**src/rtl/vgs_pkg.sv**
```systemverilog
package vgs_pkg;
  typedef enum logic [2:0] {
    ST_IDLE,
    ST_PROBE,
    ST_SEL,
    ST_REQ,
    ST_WAIT,
    ST_CLR,
    ST_FIN
  } seq_state_e;
endpackage

```
**src/rtl/vgs_addr_gen.sv**
```systemverilog
module vgs_addr_gen #(
  parameter int AW  = 32,
  parameter int DW  = 32,
  parameter int VLM = 8,
  parameter int NW  = 3,
  localparam int IW = $clog2(VLM)
) (
  input  logic [AW-1:0]     base,
  input  logic [VLM*DW-1:0] index_flat,
  input  logic [IW-1:0]     elem,
  input  logic [NW-1:0]     field,
  input  logic [1:0]        sew,
  input  logic [1:0]        msz,
  output logic [AW-1:0]     addr
);
  logic [DW-1:0] raw;
  logic [AW-1:0] offs;
  logic [AW-1:0] foff;

  always_comb begin
    raw = index_flat[elem*DW +: DW];
    case (sew)
      2'd0:    offs = AW'($signed(raw[7:0]));
      2'd1:    offs = AW'($signed(raw[15:0]));
      default: offs = AW'($signed(raw));
    endcase
    foff = AW'(field) << msz;
    addr = base + offs + foff;
  end
endmodule

```
**src/rtl/vgs_load_ext.sv**
```systemverilog
module vgs_load_ext #(
  parameter int DW = 32
) (
  input  logic [DW-1:0] din,
  input  logic [1:0]    msz,
  input  logic [1:0]    sew,
  input  logic          uns,
  output logic [DW-1:0] dout
);
  int  mbits;
  int  sbits;
  logic sgn;

  always_comb begin
    mbits = 8 << msz;
    sbits = 8 << sew;
    if (mbits > DW) mbits = DW;
    sgn = din[mbits-1];
    for (int b = 0; b < DW; b++) begin
      if (b < mbits)      dout[b] = din[b];
      else if (b < sbits) dout[b] = sgn & ~uns;
      else                dout[b] = 1'b0;
    end
  end
endmodule

```
**src/rtl/vgs_vreg.sv**
```systemverilog
module vgs_vreg #(
  parameter int DW    = 32,
  parameter int DEPTH = 32,
  localparam int AWID = $clog2(DEPTH)
) (
  input  logic            clk,
  input  logic            a_we,
  input  logic [AWID-1:0] a_addr,
  input  logic [DW-1:0]   a_wdata,
  output logic [DW-1:0]   a_rdata,
  input  logic            b_we,
  input  logic [AWID-1:0] b_addr,
  input  logic [DW-1:0]   b_wdata,
  output logic [DW-1:0]   b_rdata
);
  logic [DW-1:0] mem [DEPTH];

  // one write port (sequencer first), two synchronous read ports
  always_ff @(posedge clk) begin
    if (b_we)      mem[b_addr] <= b_wdata;
    else if (a_we) mem[a_addr] <= a_wdata;
    a_rdata <= mem[a_addr];
    b_rdata <= mem[b_addr];
  end
endmodule

```
**src/rtl/vidx_gather_scatter.sv**
```systemverilog
module vidx_gather_scatter #(
  parameter int AW  = 32,
  parameter int DW  = 32,
  parameter int VLM = 8,
  parameter int NFM = 4,
  localparam int LW    = $clog2(VLM + 1),
  localparam int NW    = $clog2(NFM + 1),
  localparam int IW    = $clog2(VLM),
  localparam int SLOTS = VLM * NFM,
  localparam int SLW   = $clog2(SLOTS),
  localparam int PSW   = $clog2(NFM * (DW / 8) + 1)
) (
  input  logic              clk,
  input  logic              rst,
  input  logic              cmd_valid,
  output logic              cmd_ready,
  input  logic              cmd_store,
  input  logic              cmd_unsigned,
  input  logic [1:0]        cmd_sew,
  input  logic [1:0]        cmd_msz,
  input  logic [NW-1:0]     cmd_nf,
  input  logic [LW-1:0]     cmd_vl,
  input  logic [LW-1:0]     cmd_vlmax,
  input  logic              cmd_vm,
  input  logic [VLM-1:0]    cmd_mask,
  input  logic [AW-1:0]     cmd_base,
  input  logic [VLM*DW-1:0] cmd_index,
  output logic              probe_valid,
  output logic [AW-1:0]     probe_addr,
  output logic [PSW-1:0]    probe_size,
  output logic              probe_store,
  input  logic              probe_fault,
  output logic              mem_req_valid,
  input  logic              mem_req_ready,
  output logic              mem_req_we,
  output logic [AW-1:0]     mem_req_addr,
  output logic [1:0]        mem_req_size,
  output logic [DW-1:0]     mem_req_wdata,
  input  logic              mem_rsp_valid,
  input  logic [DW-1:0]     mem_rsp_data,
  input  logic              vr_we,
  input  logic [SLW-1:0]    vr_addr,
  input  logic [DW-1:0]     vr_wdata,
  output logic [DW-1:0]     vr_rdata,
  output logic              done,
  output logic              fault,
  output logic [IW-1:0]     fault_elem
);
  import vgs_pkg::*;

  seq_state_e st;

  // latched command
  logic              store_r, uns_r, vm_r;
  logic [1:0]        sew_r, msz_r;
  logic [NW-1:0]     nf_r;
  logic [LW-1:0]     vl_r, vlmax_r;
  logic [VLM-1:0]    mask_r;
  logic [AW-1:0]     base_r;
  logic [VLM*DW-1:0] index_r;

  // walk position
  logic [LW-1:0] cur_i;
  logic [NW-1:0] cur_k;
  logic [AW-1:0] mem_addr_r;
  logic          done_r, fault_r;
  logic [IW-1:0] fault_elem_r;

  logic          elem_active, last_elem, last_field, tail_needed, last_tail;
  logic [AW-1:0] gen_addr;
  logic [SLW-1:0] slot;
  logic [DW-1:0] ext_data, b_rdata, b_wdata;
  logic          b_we;

  always_comb begin
    elem_active = vm_r | mask_r[cur_i[IW-1:0]];
    last_elem   = (cur_i == vl_r - LW'(1));
    last_field  = (cur_k == nf_r - NW'(1));
    last_tail   = (cur_i == vlmax_r - LW'(1));
    tail_needed = !store_r && (vl_r < vlmax_r);
    slot        = SLW'(cur_i) + SLW'(cur_k) * SLW'(vlmax_r);
  end

  vgs_addr_gen #(.AW(AW), .DW(DW), .VLM(VLM), .NW(NW)) u_agen (
    .base       (base_r),
    .index_flat (index_r),
    .elem       (cur_i[IW-1:0]),
    .field      (cur_k),
    .sew        (sew_r),
    .msz        (msz_r),
    .addr       (gen_addr)
  );

  vgs_load_ext #(.DW(DW)) u_ext (
    .din  (mem_rsp_data),
    .msz  (msz_r),
    .sew  (sew_r),
    .uns  (uns_r),
    .dout (ext_data)
  );

  assign b_we    = (st == ST_CLR) || (st == ST_WAIT && mem_rsp_valid && !store_r);
  assign b_wdata = (st == ST_CLR) ? '0 : ext_data;

  vgs_vreg #(.DW(DW), .DEPTH(SLOTS)) u_vreg (
    .clk     (clk),
    .a_we    (vr_we),
    .a_addr  (vr_addr),
    .a_wdata (vr_wdata),
    .a_rdata (vr_rdata),
    .b_we    (b_we),
    .b_addr  (slot),
    .b_wdata (b_wdata),
    .b_rdata (b_rdata)
  );

  // sequencer
  always_ff @(posedge clk) begin
    if (rst) begin
      st           <= ST_IDLE;
      done_r       <= 1'b0;
      fault_r      <= 1'b0;
      fault_elem_r <= '0;
      cur_i        <= '0;
      cur_k        <= '0;
      mem_addr_r   <= '0;
      store_r      <= 1'b0;
      uns_r        <= 1'b0;
      vm_r         <= 1'b1;
      sew_r        <= '0;
      msz_r        <= '0;
      nf_r         <= NW'(1);
      vl_r         <= '0;
      vlmax_r      <= '0;
      mask_r       <= '0;
      base_r       <= '0;
      index_r      <= '0;
    end else begin
      done_r <= 1'b0;
      case (st)
        ST_IDLE: begin
          if (cmd_valid) begin
            store_r <= cmd_store;
            uns_r   <= cmd_unsigned;
            vm_r    <= cmd_vm;
            sew_r   <= cmd_sew;
            msz_r   <= cmd_msz;
            nf_r    <= cmd_nf;
            vl_r    <= cmd_vl;
            vlmax_r <= cmd_vlmax;
            mask_r  <= cmd_mask;
            base_r  <= cmd_base;
            index_r <= cmd_index;
            fault_r <= 1'b0;
            cur_i   <= '0;
            cur_k   <= '0;
            if (cmd_vl == '0) done_r <= 1'b1;
            else              st     <= ST_PROBE;
          end
        end
        ST_PROBE: begin
          if (elem_active && probe_fault) begin
            fault_r      <= 1'b1;
            fault_elem_r <= cur_i[IW-1:0];
            st           <= ST_FIN;
          end else if (last_elem) begin
            cur_i <= '0;
            st    <= ST_SEL;
          end else begin
            cur_i <= cur_i + LW'(1);
          end
        end
        ST_SEL: begin
          if (elem_active) begin
            mem_addr_r <= gen_addr;
            st         <= ST_REQ;
          end else if (last_elem) begin
            cur_i <= vl_r;
            cur_k <= '0;
            st    <= tail_needed ? ST_CLR : ST_FIN;
          end else begin
            cur_i <= cur_i + LW'(1);
          end
        end
        ST_REQ: begin
          if (mem_req_ready) st <= ST_WAIT;
        end
        ST_WAIT: begin
          if (mem_rsp_valid) begin
            if (!last_field) begin
              cur_k <= cur_k + NW'(1);
              st    <= ST_SEL;
            end else begin
              cur_k <= '0;
              if (last_elem) begin
                cur_i <= vl_r;
                st    <= tail_needed ? ST_CLR : ST_FIN;
              end else begin
                cur_i <= cur_i + LW'(1);
                st    <= ST_SEL;
              end
            end
          end
        end
        ST_CLR: begin
          if (last_tail) begin
            cur_i <= vl_r;
            if (last_field) st <= ST_FIN;
            else            cur_k <= cur_k + NW'(1);
          end else begin
            cur_i <= cur_i + LW'(1);
          end
        end
        ST_FIN: begin
          done_r <= 1'b1;
          st     <= ST_IDLE;
        end
        default: st <= ST_IDLE;
      endcase
    end
  end

  // outputs
  assign cmd_ready     = (st == ST_IDLE);
  assign probe_valid   = (st == ST_PROBE) && elem_active;
  assign probe_addr    = gen_addr;
  assign probe_size    = PSW'(nf_r) << msz_r;
  assign probe_store   = store_r;
  assign mem_req_valid = (st == ST_REQ);
  assign mem_req_we    = store_r;
  assign mem_req_addr  = mem_addr_r;
  assign mem_req_size  = msz_r;
  assign done          = done_r;
  assign fault         = fault_r;
  assign fault_elem    = fault_elem_r;

  always_comb begin
    for (int j = 0; j < DW / 8; j++)
      mem_req_wdata[8*j +: 8] = (j < (1 << msz_r)) ? b_rdata[8*j +: 8] : 8'h00;
  end

  // checker support: data movement has begun for this command
  logic moved_r;
  always_ff @(posedge clk) begin
    if (rst)                        moved_r <= 1'b0;
    else if (cmd_valid && cmd_ready) moved_r <= 1'b0;
    else if (mem_req_valid)          moved_r <= 1'b1;
  end

  p_req_hold_r12: assert property (@(posedge clk) disable iff (rst)
    (mem_req_valid && !mem_req_ready) |=>
      (mem_req_valid && $stable(mem_req_addr) && $stable(mem_req_wdata)));

  p_probe_first_r4: assert property (@(posedge clk) disable iff (rst)
    probe_valid |-> !moved_r);

  p_fault_no_access_r5: assert property (@(posedge clk) disable iff (rst)
    fault |-> (!mem_req_valid && !b_we));

  p_done_pulse_r11: assert property (@(posedge clk) disable iff (rst)
    done |=> !done);

  p_busy_after_accept_r11: assert property (@(posedge clk) disable iff (rst)
    (cmd_valid && cmd_ready && cmd_vl != '0) |=> !cmd_ready);

  p_store_no_write_r9: assert property (@(posedge clk) disable iff (rst)
    (store_r && !cmd_ready) |-> !b_we);
endmodule

```
**config.mk**
```make
export PLATFORM = sky130hd
export DESIGN_NAME = vidx_gather_scatter
export DESIGN_NICKNAME = d
export VERILOG_FILES = /design/src/rtl/vgs_pkg.sv /design/src/rtl/vgs_addr_gen.sv /design/src/rtl/vgs_load_ext.sv /design/src/rtl/vgs_vreg.sv /design/src/rtl/vidx_gather_scatter.sv
export SDC_FILE = /design/constraint.sdc
export NUM_CORES = 2
export LEC_CHECK = 0
export BUFFER_PORTS_ARGS = -buffer_cell sky130_fd_sc_hd__buf_4
export CAP_MARGIN = 20
export CORE_MARGIN = 5
export CORE_UTILIZATION = 55
export CTS_CLUSTER_DIAMETER = 100
export DETAILED_ROUTE_END_ITERATION = 6
export PLACE_DENSITY_LB_ADDON = 0.2
export SYNTH_ARGS = -nofsm -noshare
export SYNTH_HDL_FRONTEND = slang
export SYNTH_SLANG_ARGS = --single-unit
```
**constraint.sdc**
```tcl
create_clock -name clk -period 4.9 [get_ports clk]
set_input_delay 0.49 -clock clk [delete_from_list [all_inputs] [get_ports clk]]
set_output_delay 0.49 -clock clk [all_outputs]
set_load 0.01 [all_outputs]
```
## Yosys cells after proc, flatten, opt, wreduce, memory -nomap -nowiden

Memories as Yosys holds them, arrays and structs flattened. A register that Yosys moved wholly into a read port is not among the register bits.
Cells that the tools add are included.

- Add/subtract/negate cells: 9
- Multiply operators: 1
- Divide/modulo/power cells: 0
- Order comparisons: 72
- Equality and inequality tests: 24
- Shift-type cells: 6
- Multiplexer cells: 121
- Bitwise operators: 3
- Reductions and logical operators: 21

Operators with widths:

| operator | number |
|---|---|
| less-than comparator 6 x 32 -> 1 bit, first input constant | 32 |
| less-than comparator 5 x 32 -> 1 bit, first input constant | 16 |
| less-than comparator 4 x 32 -> 1 bit, first input constant | 8 |
| indexed part select 256 x 9 -> 32 bit | 1 |
| less-than comparator 3 x 32 -> 1 bit, first input constant | 6 |
| less-than comparator 1 x 32 -> 1 bit, first input constant | 3 |
| less-than comparator 2 x 32 -> 1 bit, first input constant | 3 |
| 2-to-1 mux 32 bit | 3 |
| 2-to-1 mux 1 bit | 77 |
| adder 32 bit | 2 |
| case mux 32 bit (2 select lines) | 1 |
| << shifter 4 x 2 -> 32 bit, first input constant | 2 |
| 2-to-1 mux 3 bit | 19 |
| greater-than comparator 32 x 7 -> 1 bit, second input constant | 1 |
| less-than comparator 32 x 7 -> 1 bit, second input constant | 1 |
| 2-to-1 mux 4 bit | 8 |
| 2-to-1 mux 8 bit | 4 |
| OR reduction 32 bit | 1 |
| << shifter 1 x 2 -> 32 bit, first input constant | 1 |
| << shifter 3 x 2 -> 32 bit | 1 |
| subtractor 32 x 2 -> 32 bit, second input constant | 1 |
| != test 2 bit, second input constant | 11 |
| case mux 4 bit (5 select lines) | 1 |
| case mux 3 bit (6 select lines) | 1 |
| other kinds (40) | 53 |

- Flip-flop bits (word level): 361
- Latch bits: 0
- RAM bits: 1024
- Bits in read-only memories: 0
- Input port bits: 390
- Output and inout port bits: 145
- Logic and storage cells: 276
- Memories: 1

Memory list:

| name | words | width | rd ports | clocked after Yosys merged registers in | wr ports | line | source |
|---|---|---|---|---|---|---|---|
| u_vreg.mem | 32 | 32 | 2 | 2 | 1 | vgs_vreg.sv:16 | `logic [DW-1:0] mem [DEPTH];` |

## Longest topological paths before layout

- Word-level depth: 12
- Mapped depth: 18
- Depth with buffers taken out: 15

## Hierarchy

Synthesis repeated with hierarchy kept, for this count alone.

- Cell total of the unflattened synthesis: 5839
- Area total of the unflattened synthesis: 69050.0 um2

By module, submodules not included:

| module | instances | cells an instance | area each (um2) | seq. area each (um2) |
|---|---|---|---|---|
| vgs_vreg | 1 | 3500 | 50282.0 | 32030.7 |
| vidx_gather_scatter | 1 | 1817 | 14067.2 | 7226.9 |
| vgs_addr_gen | 1 | 451 | 4277.9 | 0.0 |
| vgs_load_ext | 1 | 71 | 422.9 | 0.0 |

## Worst setup path after synthesis

Ideal clock, no wire load.

- Path kind: register to register
- Start point: reg cur_k[1]
- End point: mem u_vreg.mem[18][0], enable pin
- Setup time: 0.421 ns
- Data arrival time: 4.874 ns
- Data required time: 4.479 ns
- Path slack: -0.396 ns
- Stages on the path, launching flop included: 15
- Buffers on the path: 4
- Clock period less this slack: 5.296 ns
- Cell sequence: dfxtp_1 > clkbuf_1 > nand2_1 > fa_1 > inv_1 > fa_1 > inv_1 > fa_1 > clkbuf_1 > clkbuf_1 > clkbuf_1 > nand2_1 > o32ai_1 > nand2_1 > nor2_1

- Cells in the longest elaborated chain, start to end: 3

RTL lines:

| what | line | source |
|---|---|---|
| start: declaration | vidx_gather_scatter.sv:64 | `logic [NW-1:0] cur_k;` |
| start signal: assignment | vidx_gather_scatter.sv:191 | `cur_k <= cur_k + NW'(1);` |
| start signal: assignment | vidx_gather_scatter.sv:209 | `else cur_k <= cur_k + NW'(1);` |
| multiplier 3 x 4 -> 5 bit | vidx_gather_scatter.sv:81 | `slot = SLW'(cur_i) + SLW'(cur_k) * SLW'(vlmax_r);` |
| adder 4 x 5 -> 5 bit | vidx_gather_scatter.sv:81 |  |
| 2-to-1 mux 5 bit (no source line) | n/a |  |
| end: declaration | vgs_vreg.sv:16 |  |

Every way passes these cells.

## Worst setup path after layout

- Start point: reg cur_i[0]
- End point: out probe_addr[26]

- Cells in the longest elaborated chain, start to end: 4

RTL lines:

| what | line | source |
|---|---|---|
| start: declaration | vidx_gather_scatter.sv:63 | `logic [LW-1:0] cur_i;` |
| start signal: assignment | vidx_gather_scatter.sv:170 | `cur_i <= cur_i + LW'(1);` |
| start signal: assignment | vidx_gather_scatter.sv:178 | `cur_i <= vl_r;` |
| start signal: assignment | vidx_gather_scatter.sv:182 | `cur_i <= cur_i + LW'(1);` |
| indexed part select 256 x 9 -> 32 bit | vgs_addr_gen.sv:21 | `raw = index_flat[elem*DW +: DW];` |
| case mux 32 bit (2 select lines) | vgs_addr_gen.sv:22 | `case (sew)` |
| adder 32 bit (2 in series) | vgs_addr_gen.sv:28 | `addr = base + offs + foff;` |
| end: declaration | vidx_gather_scatter.sv:29 | `output logic [AW-1:0] probe_addr,` |

Every way passes these cells.

==> results.yml <==
yosys:
  ys_seq_elements: 1449
  yosysMostFrequentCell: "edfxtp_1"
  synthTopCellsByArea: "edfxtp_1, mux4_2, dfxtp_1"
  ys_types: 87
  synth_area_sq_mm: 0.0669
  ys.flop_type: "edfxtp_1"
  yosys_warnings: 0
  yosysTopAreaCell: "edfxtp_1"
  synth.avg_cell_area_sq_um: 15.2
  synth_nets: 4886
  synth_seq_area_share_pct: 58.7
  synth_top_area_share_pct: 46.0
  syn_inst: 4413
  synth_edf_count: 1024
  synthTopCellsByCount: "edfxtp_1, nand2_1, mux4_2, dfxtp_1, a21oi_1"
  async_flop_share_pct: 0
route:
  routed_wirelength_mm: 225
  routed_via_density: 6.61
  vias: 46910
  firstDrtPassIters: 7
  wire_per_inst_um: 31.7
  drc: 1
  drtIter0Drc: 6712
  postRouteAntennaNets: 0
setup_path:
  cp_max_fo: 7
  cp.arrival_ns: 4.86
  ff2ff_setup_slack_ns: 0.32
  critPathRequiredTime_ns: 4.41
  worstSetupPathType: "flip-flop to output port"
  worstSetupStartpointType: "flip-flop"
  cp-end-kind: "output port"
sta:
  fin_crit_sh_pct: 109
  setup_ws_ns: -0.449
  maxSlewHeadroom_pct: 15.2
  hold_viol: 0
  worstMarginPinSlew_ns: 1.26
  clock_skew_ns: 0.0336
  rsz0062_at_grt: "true"
  max_freq_mhz: 187
  period_needed_ns: 5.35
  setup-tns-final_ns: -5.18
  fin_hold_ws_ns: 0.0381
  setup_viol: 21
  slew_viol_final: 0
pwr:
  p_leak_nw: 29.1
  max-vdd-ir-drop_v: 0.000381
  power_density_mw_per_mm2: 413
run_status:
  violations: "DRC, setup timing"
  outcome: "complete, but fails checks"
final_layout:
  area.growth.synth_to_final_pct: 25.0
  layout.nets: 5805
  fin_util_pct: 68.9
  drive_gt1_share_pct: 35.5
floorplanning:
  die_height_um: 359
  initial_core_util_pct: 55.1
  rows: 128
  die_w_um: 359
  core_area_sq_mm: 0.121
  io_pins: 535
  die_area_sq_mm: 0.129
global_routing:
  grt-busiest-layer: "met2"
  grt_overflow: 0
  met3_usage_pct: 9.99
  antenna_found_initial: 24
  grt_pass1_wl_mm: 321
  grt_max_degree: 140
  met1_usage_pct: 44.5
  grtUsageMet2_pct: 53.9
  grt_usage_pct: 34.8
  grt_pass1_vias: 47002
clock_tree:
  cts.sinks: 1449
  cts-root-buf: "clkbuf_16"
  clock_latency_ns: 0.80
  cts-htree-levels: 4
  clk_pin_slew_worst_paths_ns: 0.06
  cts.path.max_buffers: 3
  cts_tree: "built"
  cts_made_buffers: 149
placement:
  numPortBuffers: 534
  hpwl_mm: 139
  gp_congestion: 0.931
  pre_cts_slack_ns: 0.0999
min_path:
  hold_path_class: "input port to flip-flop"
job:
  max_cap_viol_count: 0
## worst paths after layout
path | start | endpoint | cells past startpoint
max | cur_i[0] | probe_addr[26] | 15
min | cmd_vlmax[3] | vlmax_r[3] | 3
max reg2reg | cur_k[2] | u_vreg.mem[23][27] | 12
min reg2reg | index_r[65] | index_r[65] | 2
## final cells by class
type,instances,area (sq um)
antenna,17,42.5
clock buffer,209,4210
clock inverter,65,732
tap,1625,2030
sequential,1449,39300
inverter,32,120
timing repair buffer,1103,9930
multi-input combinational,2597,27300
fill,7807,37800
## cell usage in the layout, fill, tap and decap left out, types with 43 or more instances in the layout
master,netlist,final
clkbuf_16,0,156
dfxtp_1,425,422
ha_1,71,47
nand2_1,884,881
dlygate4sd3_1,0,303
buf_4,6,717
a21oi_1,392,376
edfxtp_1,1024,1024
nor2_1,82,43
mux4_2,707,707
o21ai_0,52,44
buf_12,0,46
## repair_timing
| action | in CTS | in global routing |
|---|---|---|
| gates cloned | 3 | 0 |
| setup endpoints to repair | 25 | 24 |
| gates resized for setup | 103 | 70 |
| hold buffers | 303 | 0 |
| hold endpoints to repair | 303 | 0 |
| setup buffers | 20 | 11 |
| pin swaps | 54 | 50 |
## sequential cells by signal, summed over array words and instances, names as in the netlist, 4 cells and up
register,cells
base_r,32
cur_i,4
index_r,256
mask_r,8
mem_req_addr,32
u_vreg.a_rdata,32
u_vreg.b_rdata,32
u_vreg.mem,1024
vl_r,4
vlmax_r,4
## layer usage
metal | vias up | wire length (um)
met5 | - | 68
met4 | 10 | 15800
li1 | 19067 | -
met3 | 765 | 27400
met1 | 23707 | 77300
met2 | 3361 | 104000
## power breakdown
| group | switching (W) | internal, W |
|---|---|---|
| sequential | 0.000425 | 0.0143 |
| combinational | 0.00481 | 0.00347 |
| clock | 0.00481 | 0.00671 |
| total | 0.0100 | 0.0245 |
## metrics by stage
step | instances | area [sq um] | power (W)
floorplan | 4413 | 66900 | 0.0191
global placement | 6464 | 74200 | 0.0221
detailed placement | 6466 | 74300 | 0.0222
CTS | 7064 | 83000 | 0.0342
global route | 7084 | 83600 | 0.0357
finish | 7097 | 83600 | 0.0345
## worst max-delay path: stages, from the launching register on
cell and delay (ns):
dfxtp_4 0.42, mux4_2 0.52, mux2_4 0.31, mux2i_2 0.19
nor2b_4 0.25, buf_8 0.15, a21oi_2 0.04, ha_1 0.32
ha_4 0.25, and2_4 0.15, a221o_2 0.39, a2111oi_4 0.43
o31ai_1 0.11, a31oi_1 0.19, xnor2_1 0.19, buf_4 0.17
## kinds of logic (layout without fill, tap and decap cells)
kind of cell	after synthesis	count (layout)	synth area share (%)
mux	783	783	25.0
fa+ha+maj	83	83	1.69
simple gates	1115	1115	6.81
xor+xnor	47	47	0.669
compound gates	569	569	4.90
buf+inv	367	1409	2.25
flops	1449	1449	58.7
other cells	0	17	0
Note: power is estimated with default switching activity, not from simulation.
